--- src/rtl/i2c_cause_pkg.sv ---
package i2c_cause_pkg;
  localparam int NCAUSE   = 5;
  localparam int ADDR_W   = 8;
  localparam int C_WSTOP  = 0;
  localparam int C_STOP   = 1;
  localparam int C_START  = 2;
  localparam int C_MATCH  = 3;
  localparam int C_GCALL  = 4;
  typedef logic [NCAUSE-1:0] cause_t;
endpackage

--- src/rtl/i2c_xfer_track.sv ---
module i2c_xfer_track (
  input  logic clk,
  input  logic rst,
  input  logic evt_start,
  input  logic evt_rstart,
  input  logic evt_stop,
  input  logic addr_valid,
  input  logic addr_hit,
  input  logic addr_rd,
  input  logic data_wr,
  input  logic buf_mode,
  output logic end_any,
  output logic end_wstop
);
  logic act_q, rd_q, wrote_q;
  logic xfer_end;

  assign xfer_end  = evt_stop | evt_rstart;
  assign end_any   = xfer_end & act_q;
  assign end_wstop = end_any & ~rd_q & (~buf_mode | wrote_q);

  always_ff @(posedge clk) begin
    if (rst || evt_start || evt_rstart || evt_stop) begin
      act_q   <= 1'b0;
      rd_q    <= 1'b0;
      wrote_q <= 1'b0;
    end else if (addr_valid) begin
      act_q   <= addr_hit;
      rd_q    <= addr_rd;
      wrote_q <= 1'b0;
    end else if (data_wr && act_q && !rd_q) begin
      wrote_q <= 1'b1;
    end
  end


  fresh_after_start_chk: assert property (@(posedge clk) disable iff (rst)
    (evt_start || evt_rstart) |=> !act_q);
endmodule

--- src/rtl/i2c_cause_bank.sv ---
module i2c_cause_bank #(
  parameter int N = 5
) (
  input  logic         clk,
  input  logic         rst,
  input  logic [N-1:0] set_v,
  input  logic         clr_we,
  input  logic [N-1:0] clr_data,
  output logic [N-1:0] cause_q,
  output logic [N-1:0] cause_nxt
);
  for (genvar i = 0; i < N; i++) begin : g_bit
    logic clr_i;
    assign clr_i        = clr_we & clr_data[i];
    assign cause_nxt[i] = set_v[i] | (cause_q[i] & ~clr_i);

    always_ff @(posedge clk) begin
      if (rst) cause_q[i] <= 1'b0;
      else     cause_q[i] <= cause_nxt[i];
    end


    set_wins_chk: assert property (@(posedge clk) disable iff (rst)
      set_v[i] |=> cause_q[i]);

    hold_chk: assert property (@(posedge clk) disable iff (rst)
      (!set_v[i] && !clr_i) |=> $stable(cause_q[i]));
  end
endmodule

--- src/rtl/i2c_slave_cause_reg.sv ---
module i2c_slave_cause_reg
  import i2c_cause_pkg::*;
#(
  parameter int AW = ADDR_W
) (
  input  logic              clk,
  input  logic              rst,
  input  logic              evt_start,
  input  logic              evt_rstart,
  input  logic              evt_stop,
  input  logic              addr_valid,
  input  logic [AW-1:0]     addr_byte,
  input  logic              addr_match,
  input  logic              data_wr,
  input  logic              buf_mode,
  input  logic              ec_am_en,
  input  logic              ec_stretch,
  input  logic              addr_accept,
  input  logic              clr_we,
  input  logic [NCAUSE-1:0] clr_data,
  input  logic              mask_we,
  input  logic [NCAUSE-1:0] mask_data,
  output logic [NCAUSE-1:0] cause,
  output logic [NCAUSE-1:0] mask,
  output logic              irq,
  output logic              fifo_we,
  output logic [AW-1:0]     fifo_wdata
);
  logic   gcall, hit, end_any, end_wstop;
  cause_t set_v, cause_nxt, mask_nxt;

  assign gcall = (addr_byte == '0);
  assign hit   = addr_match | gcall;

  i2c_xfer_track u_track (
    .clk(clk), .rst(rst),
    .evt_start(evt_start), .evt_rstart(evt_rstart), .evt_stop(evt_stop),
    .addr_valid(addr_valid), .addr_hit(hit), .addr_rd(addr_byte[0]),
    .data_wr(data_wr), .buf_mode(buf_mode),
    .end_any(end_any), .end_wstop(end_wstop)
  );

  always_comb begin
    set_v          = '0;
    set_v[C_WSTOP] = end_wstop;
    set_v[C_STOP]  = end_any;
    set_v[C_START] = (evt_start | evt_rstart) & ~(ec_am_en & ec_stretch);
    set_v[C_MATCH] = addr_valid & addr_match;
    set_v[C_GCALL] = addr_valid & gcall;
  end

  i2c_cause_bank #(.N(NCAUSE)) u_bank (
    .clk(clk), .rst(rst), .set_v(set_v),
    .clr_we(clr_we), .clr_data(clr_data),
    .cause_q(cause), .cause_nxt(cause_nxt)
  );

  assign mask_nxt = mask_we ? mask_data : mask;

  always_ff @(posedge clk) begin
    if (rst) begin
      mask       <= '0;
      irq        <= 1'b0;
      fifo_we    <= 1'b0;
      fifo_wdata <= '0;
    end else begin
      mask    <= mask_nxt;
      irq     <= |(cause_nxt & mask_nxt);
      fifo_we <= addr_valid & addr_accept & hit;
      if (addr_valid) fifo_wdata <= addr_byte;
    end
  end


  irq_consistent_chk: assert property (@(posedge clk) disable iff (rst)
    irq == |(cause & mask));

  fifo_source_chk: assert property (@(posedge clk) disable iff (rst)
    fifo_we |-> $past(addr_valid && addr_accept));

  start_suppress_chk: assert property (@(posedge clk) disable iff (rst)
    ((evt_start || evt_rstart) && ec_am_en && ec_stretch && !cause[C_START])
      |=> !cause[C_START]);
endmodule

--- config.mk ---
export PLATFORM = sky130hd
export DESIGN_NAME = i2c_slave_cause_reg
export DESIGN_NICKNAME = d
export VERILOG_FILES = /design/src/rtl/i2c_cause_pkg.sv /design/src/rtl/i2c_xfer_track.sv /design/src/rtl/i2c_cause_bank.sv /design/src/rtl/i2c_slave_cause_reg.sv
export SDC_FILE = /design/constraint.sdc
export NUM_CORES = 1
export LEC_CHECK = 0
export ABC_CLOCK_PERIOD_IN_PS = 2510
export BUFFER_PORTS_ARGS = -buffer_cell sky130_fd_sc_hd__clkbuf_2
export CAP_MARGIN = 20
export CELL_PAD_IN_SITES_DETAIL_PLACEMENT = 1
export CELL_PAD_IN_SITES_GLOBAL_PLACEMENT = 2
export CORE_MARGIN = 4
export CORE_UTILIZATION = 24
export CTS_CLUSTER_DIAMETER = 100
export CTS_CLUSTER_SIZE = 25
export DETAILED_ROUTE_END_ITERATION = 7
export GPL_TIMING_DRIVEN = 0
export PLACE_DENSITY = 0.92
export SKIP_CTS_REPAIR_TIMING = 1
export SYNTH_ARGS = -nofsm -noshare
export SYNTH_HDL_FRONTEND = slang
export SYNTH_SLANG_ARGS = --single-unit
--- constraint.sdc ---
create_clock -name clk -period 2.51 [get_ports clk]
set_clock_uncertainty 0.05 [all_clocks]
set_input_delay 0 -clock clk [delete_from_list [all_inputs] [get_ports clk]]
set_output_delay 0 -clock clk [all_outputs]
set_load 0.03 [all_outputs]
======== Word-level counts from Yosys, hierarchy flattened ========
Cells that the tools add are included.
word-level totals
  flip-flop bits (word level) ............. 23
operators by class
  multiplexer cells ....................... 1
  reduce and logical (&&, ||, !) cells .... 9
  bitwise operators ....................... 37
operators with widths
  cell                count
  1-bit bitwise AND   19
  1-bit OR            9
  8-bit logical NOT   1
  1-bit inverter      8
  5-bit bitwise AND   1
  5-bit two-way mux   1
  5-bit OR reduction  1
  1-bit logical OR    3
  1-bit logical AND   2
  2-bit OR reduction  1
  1-bit logical NOT   1

======== Depth between registers and ports, before layout ========
  depth in word-level cells ............... 7
  gate-level depth with buffers ........... 4
  mapped depth without buffers ............ 4

======== Modules after synthesis ========
Synthesis repeated with hierarchy kept, for this count alone.
unflattened totals
  cells, all modules ...................... 106
  area, all modules ....................... 993.5 µm²
by module, submodules not included
  module               cells an instance  times used  area an instance (µm²)
  i2c_slave_cause_reg  61                 1           599.3
  i2c_cause_bank       31                 1           255.2
  i2c_xfer_track       14                 1           138.9

======== Worst setup path before layout ========
No wires, ideal clock.
  kind .................................... reg-to-reg
  from .................................... register u_track.act_q
  to ...................................... register irq
  arrival time ............................ 977 ps
  path buffers ............................ 0
  period minus slack after synthesis ...... 1,146 ps
  stages on the path, launching flop included .. 5
  slack ................................... 1,364 ps
  library setup time ...................... 120 ps
  data required time ...................... 2,340 ps
  path through ............................ dfxtp_1 nor2b_1 a32oi_1 o22ai_1 o31a_1
on the way
  cells in the longest elaborated chain, start to end .. 6
  elaborated cells on any way between the ends .. 7
  those cells by class .................... bitwise: 6; reduce/logical: 1
ends and longest elaborated chain
  item                            RTL line                   text
  from (decl)                     i2c_xfer_track.sv:15       logic act_q, rd_q, wrote_q;
  from (signal assigned)          i2c_xfer_track.sv:28       act_q <= addr_hit;
  1-bit bitwise AND (*)           i2c_xfer_track.sv:19       assign end_any = xfer_end & act_q;
  1-bit bitwise AND (2 in a row)  i2c_xfer_track.sv:20       assign end_wstop = end_any & ~rd_q & (~buf_mode | wrote_q);
  1-bit OR                        i2c_cause_bank.sv:15       assign cause_nxt[i] = set_v[i] | (cause_q[i] & ~clr_i);
  5-bit bitwise AND (*)           i2c_slave_cause_reg.sv:68  irq <= |(cause_nxt & mask_nxt);
  5-bit OR reduction (*)          i2c_slave_cause_reg.sv:68
  to (signal assigned)            i2c_slave_cause_reg.sv:68
  to (decl)                       i2c_slave_cause_reg.sv:25  output logic irq,
Every way passes the cells marked *; elsewhere a longest branch is shown, timed or not.
A chain may end at the register's enable or synchronous reset.

======== Worst setup path in the final report ========
  from .................................... input addr_byte[3]
  to ...................................... register u_track.act_q
on the way
  cells in the longest elaborated chain, start to end .. 2
ends and longest elaborated chain
  item               RTL line                   text
  from (decl)        i2c_slave_cause_reg.sv:12  input logic [AW-1:0] addr_byte,
  8-bit logical NOT  i2c_slave_cause_reg.sv:32  assign gcall = (addr_byte == '0);
  1-bit OR           i2c_slave_cause_reg.sv:33  assign hit = addr_match | gcall;
Every way passes these cells.

==> run_results.csv <==
group,metric,value,unit
run_status,status,"finished, violations left",
run_status,violated_checks,"negative hold slack",
global_route,wire_length_of_the_first_global_routing_pass,4090,um
synthesis,synthXorXnorAreaFrac,0,
cts,ctsRootBufferMaster,"clkbuf_4",
global_route,total_grt_usage,0.117,
synthesis,synthFlopType,"dfxtp_1",
pwr,cellLeakagePower,0.706,nW
sta,timing.hold.ws,-0.0330,ns
route,drt_pre_antenna_iters,3,
route,drcViolationCount,0,
synthesis,mappedNetlistNets,124,
cells_and_area,fin_nets,204,
synthesis,mean_syn_cell_area,9.48,um^2
placed_design,detailed_place_hpwl,2250,um
die,initial_core_util,0.255,
synthesis,synthMuxAreaShare,0.138,
route,postRouteAntennaNets,0,
route,finalWirelength,3140,um
sta,report.final.hold_viol_count,2,
min_path,hold-path-cell-count,3,
synthesis,synth-async-reset-ratio,0,
synthesis,yosysWarnings,0,
global_route,residual_overflow_from_global_routing,0,
cts,clkSlewWorstSetupHoldPaths,0.12,ns
global_route,grt_max_degree,13,
cts,clock_path_buffers,2,
cells_and_area,synthToLayoutAreaGrowth,67.0,%
route,routed.top_layer,"met4",
die,die_width,68.3,um
global_route,initial_antenna_violation_count,0,
cts,cts_made_buffers,3,
worst_setup_path,crit_required,2.71,ns
pwr,power_per_cell_area,493,nW/um^2
sta,totalNegativeSetupSlack,0,ns
die,core_area,3420,um^2
pwr,p_total,0.718,mW
synthesis,synthesis.area,872,um^2
cts,worstSkewPairLatency,0.30,ns
worst_setup_path,worstSetupStartpointType,"input pin",
die,die_ht,68.3,um
worst_setup_path,worst_setup_path_end_kind,"flip-flop",
die,die_area,4660,um^2
die,placementRows,21,
synthesis,synth_top_family_by_area,"simple AND/OR/NAND/NOR gates",
placed_design,numPlacedInstances,188,
cells_and_area,antenna_cells,0,
route,via_count,961,
sta,worst_pin_slew,0.453,ns
synthesis,yosysUniqueCellTypes,24,
worst_setup_path,worst-r2r-cell-count,4,
worst_setup_path,crit_type,"input pin to flip-flop",
cells_and_area,layout.filler_cells,430,
die,number_of_top_level_design_ports,52,
route,vias_per_inst,4.43,
synthesis,synthAdderAreaFrac,0,
synthesis,ys_ff_latch,23,
global_route,vias_in_the_first_global_route,916,
sta,slew-limit-headroom,0.698,
cts,h-tree-depth,1,
route,met2WireLength,1760,um
job,drv_cap,0,
synthesis,synth_compound_gate_area_share,0.116,
synthesis,postSynthCellCount,92,
sta,setup_violations,0,
route,met3_wirelength,131,um
placed_design,numPortBuffers,50,
route,avgRoutedWirePerCell,14.5,um
worst_setup_path,critPathMaxFanout,4,
min_path,class_of_the_tightest_hold_or_removal_check,"input pin to flip-flop",
sta,unrepaired_setup_endpoints_after_global_routing,"false",
worst_setup_path,worst-endpoint-arrival,1.96,ns
synthesis,yosysSeqAreaShare,0.528,
sta,minimum_clock_period_after_layout,1.76,ns
route,drt_iter0_drc,24,
cells_and_area,post_route_insts_no_fill,217,
pwr,max-vdd-ir-drop,0.283,mV
sta,maxSlewViolCount,0,
cts,clkSinkCount,23,
synthesis,synth_simple_gate_area_frac,0.194,
cts,tritoncts,"done",
sta,post-route-period-util,0.701,
route,met1Wirelength,1200,um
sta,achievable-frequency,568,MHz
placed_design,final_weighted_congestion_of_routability_driven_global_placement,0.761,
cells_and_area,layout-drive-gt1-share,0.327,
synthesis,synth_edf_count,0,
power by group:
group,total [mW],internal (mW),leakage [nW],switching (mW)
clock,0.169,0.0619,0.0150,0.107
combinational,0.157,0.0719,0.502,0.0855
sequential,0.391,0.382,0.189,0.00925
total,0.718,0.516,0.706,0.202
stage by stage:
stage / setup slack [ns] / hold slack [ns] / utilization / area, um^2
2_1_floorplan: 1.36 / 0.0792 / - / 872
3_3_place_gp: 1.24 / 0.193 / 0.345 / 1180
3_5_place_dp: 1.23 / 0.199 / 0.345 / 1180
4_1_cts: 1.21 / -0.142 / 0.353 / 1210
5_1_grt: 0.573 / 0.00214 / 0.426 / 1460
6_report: 0.750 / -0.0330 / 0.426 / 1460
critical path, stage by stage:
cell and delay (ns):
dlygate4sd3_1 0.54, clkbuf_2 0.13, nor4_1 0.26, nand3_1 0.23, a31oi_1 0.22, dlygate4sd3_1 0.58
sequential cells by signal (all words and copies together) (netlist names):
name             flops
fifo_wdata           8
mask                 5
u_bank.cause_q       5
fifo_we              1
irq                  1
u_track.act_q        1
u_track.rd_q         1
u_track.wrote_q      1
layer usage:
metal | GRT usage | up-vias
met2 | 0.218 | 24
met3 | 0.0148 | 4
met5 | 0 | -
li1 | - | 475
met4 | 0.0447 | 0
met1 | 0.134 | 458
area by class of cell:
| class | instances | area [um^2] | share of cell area |
|---|---|---|---|
| Timing Repair Buffer | 75 | 500 | 0.344 |
| Sequential cell | 23 | 460 | 0.316 |
| Multi-Input combinational cell | 64 | 390 | 0.268 |
| Tap cell | 46 | 57.6 | 0.0395 |
| Clock buffer | 4 | 26.3 | 0.0180 |
| Buffer | 4 | 17.5 | 0.0120 |
| Inverter | 1 | 3.75 | 0.00258 |
layout by cell type (no fill, tap or decap), drive strengths merged:
cell,instances
nor3b,1
mux2i,12
dfxtp,23
or4,1
a21oi,6
nand3,1
o31a,1
nand2,8
clkbuf,55
a2bb2oi,1
nor3,1
a32oi,1
buf,3
nor2,17
nor4,1
or2,1
dlygate4sd3,25
a21boi,1
nand2b,5
a22oi,1
o22ai,3
nor2b,1
inv,1
a31oi,1
cells in the mapped netlist (2+ instances only):
master    instances  share of area
nand2b_1          5          0.036
a21oi_1           6          0.034
buf_2             2          0.011
nand2_1           8          0.034
dfxtp_1          23           0.53
o22ai_1           3          0.022
nor2_1           17          0.073
mux2i_1          12           0.14
final timing paths:
kind / start / to / slack [ns]
setup / recovery: addr_byte[3] / u_track.act_q$_SDFFE_PP0P_ / 0.75
hold / removal: addr_valid / fifo_wdata[0]$_SDFFE_PP0P_ / -0.03
setup reg to reg: u_track.act_q$_SDFFE_PP0P_ / u_track.wrote_q$_SDFFE_PP0P_ / 0.93
hold reg to reg: fifo_wdata[0]$_SDFFE_PP0P_ / fifo_wdata[0]$_SDFFE_PP0P_ / 0.45
logic make-up (layout without fill, tap and decap cells):
| kind of cell | count (synthesis) | in the layout |
|---|---|---|
| DFF | 23 | 23 |
| and+or+nand+nor | 37 | 37 |
| muxes | 12 | 12 |
| buffers and inverters | 5 | 84 |
| AOI/OAI and AO/OA | 15 | 15 |
Note: power is estimated with default switching activity, not from simulation.
